`config.mk`:
```
export PLATFORM = sky130hd
export DESIGN_NAME = dv_watch
export DESIGN_NICKNAME = d
export VERILOG_FILES = /design/src/rtl/dv_watch.sv
export SDC_FILE = /design/constraint.sdc
export NUM_CORES = 1
export LEC_CHECK = 0
export BUFFER_PORTS_ARGS = -buffer_cell sky130_fd_sc_hd__buf_2
export CORE_ASPECT_RATIO = 1.4
export CORE_MARGIN = 2
export CORE_UTILIZATION = 51
export CTS_CLUSTER_DIAMETER = 120
export DETAILED_ROUTE_END_ITERATION = 8
export PLACE_DENSITY = 0.71
export SKIP_LAST_GASP = 1
export SLEW_MARGIN = 20
export SYNTH_ARGS = -nofsm -noshare
export SYNTH_HDL_FRONTEND = slang
export SYNTH_SLANG_ARGS = --single-unit
```
`constraint.sdc`:
```
create_clock -name clk -period 2.95 [get_ports clk]
set_input_delay 0.295 -clock clk [delete_from_list [all_inputs] [get_ports clk]]
set_output_delay 0.295 -clock clk [all_outputs]
set_load 0.02 [all_outputs]
```
`src/rtl/dv_watch.sv`:
```
`timescale 1ns/1ps
module dv_watch (
  input  logic        clk,
  input  logic        rst_n,
  input  logic [3:0]  reg_addr,
  input  logic        reg_we,
  input  logic [31:0] reg_wdata,
  output logic [31:0] reg_rdata,
  input  logic        bus_valid,
  input  logic        bus_master,
  input  logic [1:0]  bus_size,
  input  logic [31:0] bus_addr,
  input  logic [31:0] bus_data,
  input  logic        instr_valid,
  input  logic [31:0] instr_addr,
  output logic        brk_req
);
  localparam int NCH = 2;

  logic [9:0]     ctrl;
  logic [31:0]    dmask, amask;
  logic [31:0]    dcmp [NCH];
  logic [31:0]    acmp [NCH];
  logic [NCH-1:0] flags, hit, clr;
  logic [31:0]    cap_op, cap_ins, prev_ins;

  wire mode_on   = ctrl[1:0] == 2'b11;
  wire master_ok = bus_master ? ctrl[7] : ctrl[6];
  wire size_ok   = (ctrl[9:8] == 2'b00) || (bus_size == ctrl[9:8] - 2'd1);
  wire acc_ok    = bus_valid && mode_on && master_ok && size_ok;

  wire [1:0]  align     = (bus_size == 2'b10) ? 2'b11 : (bus_size == 2'b01) ? 2'b01 : 2'b00;
  wire [31:0] amask_eff = (ctrl[5] ? amask : 32'h0) | {30'h0, align};
  wire [31:0] dmask_eff = ctrl[4] ? dmask : 32'h0;

  for (genvar c = 0; c < NCH; c++) begin : g_ch
    assign hit[c] = acc_ok && ctrl[2+c]
                 && (((bus_addr ^ acmp[c]) & ~amask_eff) == 32'h0)
                 && (((bus_data ^ dcmp[c]) & ~dmask_eff) == 32'h0);
  end

  assign clr     = (reg_we && reg_addr == 4'd7) ? reg_wdata[NCH-1:0] : '0;
  assign brk_req = |flags;

  always_ff @(posedge clk or negedge rst_n) begin
    if (!rst_n) begin
      ctrl     <= '0;
      dmask    <= '0;
      amask    <= '0;
      dcmp[0]  <= '0;
      dcmp[1]  <= '0;
      acmp[0]  <= '0;
      acmp[1]  <= '0;
      flags    <= '0;
      cap_op   <= '0;
      cap_ins  <= '0;
      prev_ins <= '0;
    end else begin
      if (reg_we) begin
        case (reg_addr)
          4'd0: ctrl    <= reg_wdata[9:0];
          4'd1: dmask   <= reg_wdata;
          4'd2: amask   <= reg_wdata;
          4'd3: dcmp[0] <= reg_wdata;
          4'd4: acmp[0] <= reg_wdata;
          4'd5: dcmp[1] <= reg_wdata;
          4'd6: acmp[1] <= reg_wdata;
          default: ;
        endcase
      end
      flags <= (flags & ~clr) | hit;
      if ((|hit) && flags == '0) begin
        cap_op  <= bus_addr;
        cap_ins <= prev_ins;
      end
      if (instr_valid) prev_ins <= instr_addr;
    end
  end

  always_comb begin
    case (reg_addr)
      4'd0:    reg_rdata = {22'h0, ctrl};
      4'd1:    reg_rdata = dmask;
      4'd2:    reg_rdata = amask;
      4'd3:    reg_rdata = dcmp[0];
      4'd4:    reg_rdata = acmp[0];
      4'd5:    reg_rdata = dcmp[1];
      4'd6:    reg_rdata = acmp[1];
      4'd7:    reg_rdata = {30'h0, flags};
      4'd8:    reg_rdata = cap_op;
      4'd9:    reg_rdata = cap_ins;
      default: reg_rdata = 32'h0;
    endcase
  end

  a_r1_mode_gate: assert property (@(posedge clk) disable iff (!rst_n)
    (ctrl[1:0] != 2'b11) |-> (hit == '0));

  a_r6_dma_block: assert property (@(posedge clk) disable iff (!rst_n)
    (bus_valid && bus_master && !ctrl[7]) |-> (hit == '0));

  a_r7_flag0_sticky: assert property (@(posedge clk) disable iff (!rst_n)
    (flags[0] && !clr[0]) |=> flags[0]);

  a_r7_flag1_sticky: assert property (@(posedge clk) disable iff (!rst_n)
    (flags[1] && !clr[1]) |=> flags[1]);

  a_r8_req_rises: assert property (@(posedge clk) disable iff (!rst_n)
    (|hit) |=> brk_req);

  a_r8_req_quiet: assert property (@(posedge clk) disable iff (!rst_n)
    (!brk_req && hit == '0) |=> !brk_req);

  a_r9_capture_hold: assert property (@(posedge clk) disable iff (!rst_n)
    (flags != '0) |=> ($stable(cap_op) && $stable(cap_ins)));
endmodule

```
# After elaboration in Yosys (flattened, before gate mapping)
# Cells that the tools add are included.
# word_totals
ff_bits	300
in_bits	140
out_inout_bits	33
# classes
n_mux	7
n_eq_ne	13
bitwise_logic	14
n_addsub	1
n_reduce_logical	28
# op_table
op	count
$pmux 32 s10	1
$and 32x32->32	4
$logic_not 32->1	4
$xor 32x32->32	4
$mux 32	2
$not 32->32	2
$or 32x2->32	1
$eq 4x3->1 const B	4
$reduce_and 2->1	7
$logic_and 1x1->1	11
$eq 4x2->1 const B	2
$eq 4x4->1 const B	2
$eq 2x2->1 const B	2
$eq 4x1->1 const B	1
$logic_not 2->1	2
$logic_not 4->1	1
$mux 2	2
$reduce_or 2->1	2
$and 2x2->2	1
$eq 2x1->1 const B	1
$eq 2x2->1	1
$mux 1	2
$not 2->2	1
$or 2x2->2	1
other kinds (2)	2

# Logic depth before layout (Yosys ltp)
# Gate-level depths: netlist (run 1).
# logic_depth
word_depth	11
ltp_mapped	11
mapped_depth_nobuf	9

# Worst setup path before layout (run 1)
# Ideal clock, no wire load.
# synth_timing
kind	reg-to-reg
from	register ctrl[8]
to	register cap_ins[10]
period_less_slack_ps	2406
arrival_ps	2279
stages_incl_launch_ff	12
t_required_ps	2822
setup_time_ps	128
slack_ps	544
path_buffers	2
path_cell_list	dfrtp_1 > inv_1 > ha_1 > xor2_1 > a21oi_1 > nor4_1 > nand2_1 > a2111o_1 > buf_6 > buf_6 > o221ai_1 > o21ai_1
# synth_via
elab_chain_len	9
word_cells_on_any_way	13
cone_classes	add/sub (1); eq/ne (1); reduce/logical (11)
# synth_lines
item	line_no	rtl
start: declaration	20	logic [9:0] ctrl;
start signal: assignment	61	4'd0: ctrl <= reg_wdata[9:0];
$sub 2x1->2	29	wire size_ok = (ctrl[9:8] == 2'b00) || (bus_size == ctrl[9:8] - 2'd1);
$eq 2x2->1	29	
$logic_or 1x1->1 *	29	
$logic_and 1x1->1 *	30	wire acc_ok = bus_valid && mode_on && master_ok && size_ok;
$logic_and 1x1->1	37	assign hit[c] = acc_ok && ctrl[2+c]
$logic_and 1x1->1	38	&& (((bus_addr ^ acmp[c]) & ~amask_eff) == 32'h0)
$logic_and 1x1->1	39	&& (((bus_data ^ dcmp[c]) & ~dmask_eff) == 32'h0);
$reduce_or 2->1 *	72	if ((|hit) && flags == '0) begin
$logic_and 1x1->1 *	72	
end signal: assignment	74	cap_ins <= prev_ins;
end: declaration	25	logic [31:0] cap_op, cap_ins, prev_ins;
# Mark *: on every way between the ends. The rest lies on a longest branch, timed or not.
# A chain may end at the register's enable or synchronous reset.

# Worst setup path in the final report (run 1)
# layout_timing
from	register ctrl[8]
to	register cap_op[2]
# layout_via
elab_chain_len	9
word_cells_on_any_way	13
cone_classes	add/sub (1); eq/ne (1); reduce/logical (11)
# layout_lines
item	line_no	rtl
$sub 2x1->2	29	
$eq 2x2->1	29	
$logic_or 1x1->1 *	29	
$logic_and 1x1->1 *	30	
$logic_and 1x1->1	37	
$logic_and 1x1->1	38	
$logic_and 1x1->1	39	
$reduce_or 2->1 *	72	
$logic_and 1x1->1 *	72	
end signal: assignment	73	cap_op <= bus_addr;
end: declaration	25	
# Marks and branches as above.

==> flow_metrics.env, run 1 <==
export IMPL_switching_share=0.315
export IMPL_ir_drop_v=0.000480
export IMPL_syn_area_per_cell_um2=11.6
export IMPL_synth_edf_count=0
export IMPL_clockRootBuffer="clkbuf_16"
export IMPL_coreArea_mm2=0.0298
export IMPL_p_int_mw=8.42
export IMPL_postPlaceCellArea_mm2=0.0168
export IMPL_r2r_start="ctrl[8]"
export IMPL_critPathMaxFanout=18
export IMPL_chipWidth_um=151
export IMPL_dp_hpwl_um=38100
export IMPL_r2r_slack_ns=0.1
export IMPL_grt_first_pass_wirelength_um=81900
export IMPL_end_kind="flop"
export IMPL_period_minus_slack_ns=2.85
export IMPL_layout_commonest_cell="dfrtp_1"
export IMPL_grtUsageTotal=0.349
export IMPL_dieArea_mm2=0.0315
export IMPL_synth_simple_area_share=0.0667
export IMPL_drive_gt1_frac=0.334
export IMPL_overflow=0
export IMPL_synth_top_area_share=0.489
export IMPL_ant_nets=0
export IMPL_finalHoldViolCount=0
export IMPL_final_area_mm2=0.0183
export IMPL_comb_power_share=0.230
export IMPL_cts_tree="built"
export IMPL_port_buffers=172
export IMPL_run_status="finished clean"
export IMPL_wl_per_cell_um=28.0
export IMPL_dr_total_vias=12900
export IMPL_grt_max_degree=82
export IMPL_tightest_slew_ns=0.812
export IMPL_crit_path_start_kind="flop"
export IMPL_leakage_nw=8.02
export IMPL_rows=75
export IMPL_async_flop_share=1.00
export IMPL_synth_compound_area_frac=0.161
export IMPL_clk_pin_slew_worst_paths_ns=0.07
export IMPL_antenna_found_initial=1
export IMPL_fin_nets=1677
export IMPL_ys_ff_latch=300
export IMPL_drcViolationCount=0
export IMPL_slew_violations=0
export IMPL_crit_type="flop to flop"
export IMPL_switching_power_mw=3.86
export IMPL_post_cts_buffers=0
export IMPL_synth_area_mm2=0.0153
export IMPL_cap_violations=0
export IMPL_place_gp_congestion=1.04
export IMPL_synth_seq_area_share=0.489
export IMPL_worstSkewPairLatency_ns=0.58
export IMPL_die_height_um=209
export IMPL_tns_ns=0
export IMPL_synth_top_area_cell="dfrtp_1"
export IMPL_reg2reg_depth=10
export IMPL_cts_sinks=300
export IMPL_setup_viol=0
export IMPL_drtIter0Drc=1401
export IMPL_ys_types=40
export IMPL_netlist_instances=1324
export IMPL_clkPwrFrac=0.320
export IMPL_vias_per_cell=6.65
export IMPL_synth_top_family_by_area="multiplexers"
export IMPL_clk_path_buf_depth=3
export IMPL_slew_headroom=0.459
export IMPL_power_mw=12.3
export IMPL_reg2reg_to="cap_op[2]"
export IMPL_finalClockSkew_ns=0.0216
export IMPL_htree_levels=1
export IMPL_mostFrequentLayoutCells="dfrtp_1 (300), mux2_2 (235), buf_2 (171), nand2_1 (104), a22oi_1 (104)"
export IMPL_grt_pass1_vias=13200
export IMPL_seqPwrFrac=0.450
export IMPL_power_per_cell_area_mw_per_mm2=672
export IMPL_ios=173
export IMPL_area_delta_synth_final_pct=19.2
export IMPL_max_freq_ghz=0.351
export IMPL_synth_xor_xnor_area_share=0.0742
export IMPL_drt_total_wl_um=54500
export IMPL_ys_flop_type="dfrtp_1"
export IMPL_endpoint="cap_op[2]"
export IMPL_period_share=0.967
export IMPL_dr_pass1_iters=6
export IMPL_cp_startpoint="ctrl[8]"
export IMPL_pre_cts_ws_ns=0.139
export IMPL_hp_class="primary input to flop"
export IMPL_cts_buffers=30
export IMPL_syn_num_nets=1466
export IMPL_layout_setup_ws_ns=0.0983
export IMPL_crit_required_ns=3.40
export IMPL_start_util=0.514
export IMPL_synth_fa_ha_area_frac=0.00163
export IMPL_synth_area_top_cells="dfrtp_1 (49%), mux2_2 (17%), a22oi_1 (5.1%)"
export IMPL_ys_warn_count=0
export IMPL_crit_arrival_ns=3.31
export IMPL_rsz0062_at_grt="false"
export IMPL_holdWs_ns=0.00798
export IMPL_muxShareOfSynthArea=0.172
## final cells by class
type	instances	area [µm²]
Fill cell	2483	11600
Sequential cell	300	7510
Multi-Input combinational cell	921	7360
Timing Repair Buffer	275	1910
Clock buffer	44	875
Tap cell	385	482
Clock inverter	9	124
Inverter	7	26.3
Antenna cell	1	2.50
## worst min path at each step
stage,to,cells after the start,slack (ns),from
floorplan,acmp[0],0,-0.0006,rst_n
global placement,prev_ins[3],1,0.22,rst_n
detailed placement,acmp[6],1,0.22,rst_n
CTS,cap_op[23],3,0.0008,bus_addr[23]
global route,cap_op[23],3,0.009,bus_addr[23]
finish,cap_op[5],3,0.008,bus_addr[5]
## cell families (layout without fill, tap and decap cells)
group,count (synthesis),in the layout
other cells,0,1
mux,235,235
flops,300,300
xor+xnor,130,130
compound gates,338,338
fa+ha+maj,2,2
simple gates,216,216
buf+inv,103,335
## through the flow
step	utilization	instances
final	0.613	1942
after global routing	0.613	1942
after CTS	0.613	1941
after detailed placement	0.562	1836
after global placement	0.562	1836
after floorplan	-	1324
## power groups by stage
| stage | clock [mW] | combinational [mW] | sequential (mW) |
|---|---|---|---|
| global route | 4.12 | 2.96 | 5.60 |
| CTS | 3.97 | 2.78 | 5.50 |
| finish | 3.93 | 2.83 | 5.52 |
| global placement | 0 | 2.67 | 5.54 |
| floorplan | 0 | 1.68 | 5.33 |
| detailed placement | 0 | 2.70 | 5.57 |
## registers in the layout, indices dropped and copies added, names as in the netlist
name	flops
prev_ins	32
ctrl	10
cap_op	32
cap_ins	32
flags	2
dcmp	64
amask	32
dmask	32
acmp	64
## Yosys cell counts (9+ instances only)
| cell type | number |
|---|---|
| xor2_1 | 45 |
| buf_2 | 12 |
| and2_1 | 18 |
| nand3_1 | 11 |
| nor2_1 | 18 |
| buf_6 | 15 |
| a221oi_1 | 10 |
| nand2_1 | 104 |
| xnor2_1 | 85 |
| nor3_1 | 9 |
| a21oi_1 | 16 |
| o21ai_1 | 65 |
| dfrtp_1 | 300 |
| nor4_1 | 13 |
| a22o_1 | 20 |
| o22ai_1 | 25 |
| buf_1 | 24 |
| clkbuf_1 | 40 |
| a22oi_1 | 104 |
| mux2_2 | 235 |
| nand4_1 | 36 |
| o221ai_1 | 64 |
## worst max-delay path, stage by stage, from the launching register on
cell      delay, ns
dfrtp_1        0.41
inv_1          0.07
ha_1           0.30
xor2_1         0.16
a21oi_1        0.15
nor4_1         0.43
nand2_1        0.10
a2111o_2       0.53
buf_4          0.24
o221ai_1       0.24
o21ai_1        0.10
## repair_timing
action                                 4_1_cts  5_1_grt
gates resized for setup                      0        1
endpoints found under the hold margin       93        0
hold buffers                                52        0
setup endpoints to repair                    0       23
## metal layers
metal,vias up,track usage,share of wire
met5,-,0,0
met4,0,0.218,0.073
met3,230,0.0692,0.094
met2,835,0.555,0.47
met1,6412,0.435,0.36
li1,5428,-,-
(Power assumes the default switching activity.)
==> run 2: changes to the inputs <==
- CTS_BUF_LIST: not set -> sky130_fd_sc_hd__clkbuf_4 sky130_fd_sc_hd__clkbuf_8 sky130_fd_sc_hd__clkbuf_16
==> flow_metrics.env, run 2 (same netlist as run 1, synthesis figures left out) <==
export IMPL_grt_pass1_vias=13200
export IMPL_grtUsageTotal=0.349
export IMPL_crit_chain="buf_12 -> nand2_1 -> a2111oi_1 -> buf_4 -> nand4_1 -> a2111o_2 -> o21a_2 -> buf_4 -> o21ai_1"
export IMPL_slew_violations=0
export IMPL_hold_start="bus_addr[5]"
export IMPL_pre_cts_ws_ns=0.139
export IMPL_leakage_nw=8.05
export IMPL_vias_per_cell=6.62
export IMPL_fin_nets=1678
export IMPL_chipWidth_um=151
export IMPL_ir_drop_v=0.000483
export IMPL_critPathMaxFanout=38
export IMPL_port_buffers=172
export IMPL_coreArea_mm2=0.0298
export IMPL_period_share=0.951
export IMPL_cp_slowest_cell="a2111oi_1"
export IMPL_crit_required_ns=3.45
export IMPL_dp_hpwl_um=38100
export IMPL_r2r_start="ctrl[5]"
export IMPL_tns_ns=0
export IMPL_cp_startpoint="ctrl[5]"
export IMPL_clk_path_buf_depth=3
export IMPL_slew_headroom=0.462
export IMPL_run_status="finished clean"
export IMPL_wl_per_cell_um=28.1
export IMPL_post_cts_buffers=0
export IMPL_fillers=2468
export IMPL_cts_buffers=30
export IMPL_area_delta_synth_final_pct=19.4
export IMPL_drive_gt1_frac=0.338
export IMPL_clockRootBuffer="clkbuf_16"
export IMPL_power_per_cell_area_mw_per_mm2=675
export IMPL_layout_setup_ws_ns=0.143
export IMPL_crit_type="flop to flop"
export IMPL_htree_levels=1
export IMPL_cts_sinks=300
export IMPL_drtIter0Drc=1433
export IMPL_dr_total_vias=12900
export IMPL_die_height_um=209
export IMPL_place_gp_congestion=1.04
export IMPL_rows=75
export IMPL_dieArea_mm2=0.0315
export IMPL_tightest_slew_ns=0.807
export IMPL_setup_viol=0
export IMPL_crit_top_cell="buf_4"
export IMPL_crit_path_start_kind="flop"
export IMPL_layout_commonest_cell="dfrtp_1"
export IMPL_cap_violations=0
export IMPL_drt_total_wl_um=54500
export IMPL_grt_max_degree=82
export IMPL_finalClockSkew_ns=0.0179
export IMPL_overflow=0
export IMPL_rsz0062_at_grt="false"
export IMPL_end_kind="flop"
export IMPL_antenna_found_initial=1
export IMPL_finalHoldViolCount=0
export IMPL_clk_pin_slew_worst_paths_ns=0.07
export IMPL_ant_nets=0
export IMPL_slowest_delay_ns=0.49
export IMPL_worstSkewPairLatency_ns=0.58
export IMPL_dr_pass1_iters=6
export IMPL_crit_arrival_ns=3.31
export IMPL_mostFrequentLayoutCells="dfrtp_1 (300), mux2_2 (235), buf_2 (171), nand2_1 (104), a22oi_1 (104)"
export IMPL_start_util=0.514
export IMPL_period_minus_slack_ns=2.81
export IMPL_ios=173
export IMPL_hp_class="primary input to flop"
export IMPL_grt_first_pass_wirelength_um=81900
export IMPL_reg_top3="acmp: 64 flops, dcmp: 64 flops"
export IMPL_drcViolationCount=0
export IMPL_max_freq_ghz=0.356
export IMPL_cts_tree="built"
-- run 2: cell types whose count changed in the layout (fill, tap and decap cells not counted) --
cell / change
dlygate4sd3_1: +1
clkbuf_4: +8
clkbuf_1: -8
-- run 2: area by class of cell --
class | count | area (µm²) | area share
antenna | 1 | 2.50 | 0.000137
clock buffer | 44 | 905 | 0.0494
clock inverter | 9 | 124 | 0.00676
inverter | 7 | 26.3 | 0.00143
multi-input combinational | 921 | 7360 | 0.401
sequential | 300 | 7510 | 0.410
tap | 385 | 482 | 0.0263
timing repair buffer | 276 | 1920 | 0.105
-- run 2: worst paths after layout --
path	to	slack [ns]	cells past startpoint
worst max-delay path	cap_op[4]	0.14	9
worst min-delay path	cap_op[5]	0.007	3
worst max register to register	cap_op[4]	0.14	9
worst min register to register	prev_ins[22]	0.51	1
max in group asynchronous	cap_op[14]	1.83	3
min in group asynchronous	cap_op[6]	0.22	2
-- run 2: what timing repair did --
action / in CTS / in global routing
endpoints found under the setup margin: 0 / 23
hold buffers: 53 / 0
gates resized for setup: 0 / 1
endpoints found under the hold margin: 94 / 0
-- run 2: metal layers --
layer  track usage  wire length [µm]  part of all wire
met5             0                 0                 0
met4         0.211              4050             0.074
met3        0.0679              5050             0.093
met2         0.555             25600              0.47
met1         0.439             19800              0.36
-- run 2: worst max-delay path, delay by kind of cell, from the launching register on --
kind	cells	cell delay (ns)
AND/OR/NAND/NOR	2	0.23
buffers and inverters	3	0.66
AO/OA/AOI/OAI	4	1.40
flip-flops	1	0.39
-- run 2: power by group --
group          internal, mW  switching [mW]
combinational          1.31            1.52
sequential             4.81           0.718
clock                  2.37            1.65
-- run 2: stage by stage --
stage | cell area (µm²) | util | cells | hold slack (ns) | power, mW
after global routing | 18300 | 0.614 | 1943 | 0.0241 | 12.8
final | 18300 | 0.614 | 1943 | 0.00705 | 12.4
after global placement | 16800 | 0.562 | 1836 | 0.224 | 8.20
after CTS | 18300 | 0.614 | 1942 | 0.00100 | 12.3
after detailed placement | 16800 | 0.562 | 1836 | 0.224 | 8.27
after floorplan | 15300 | - | 1324 | -0.000591 | 7.01
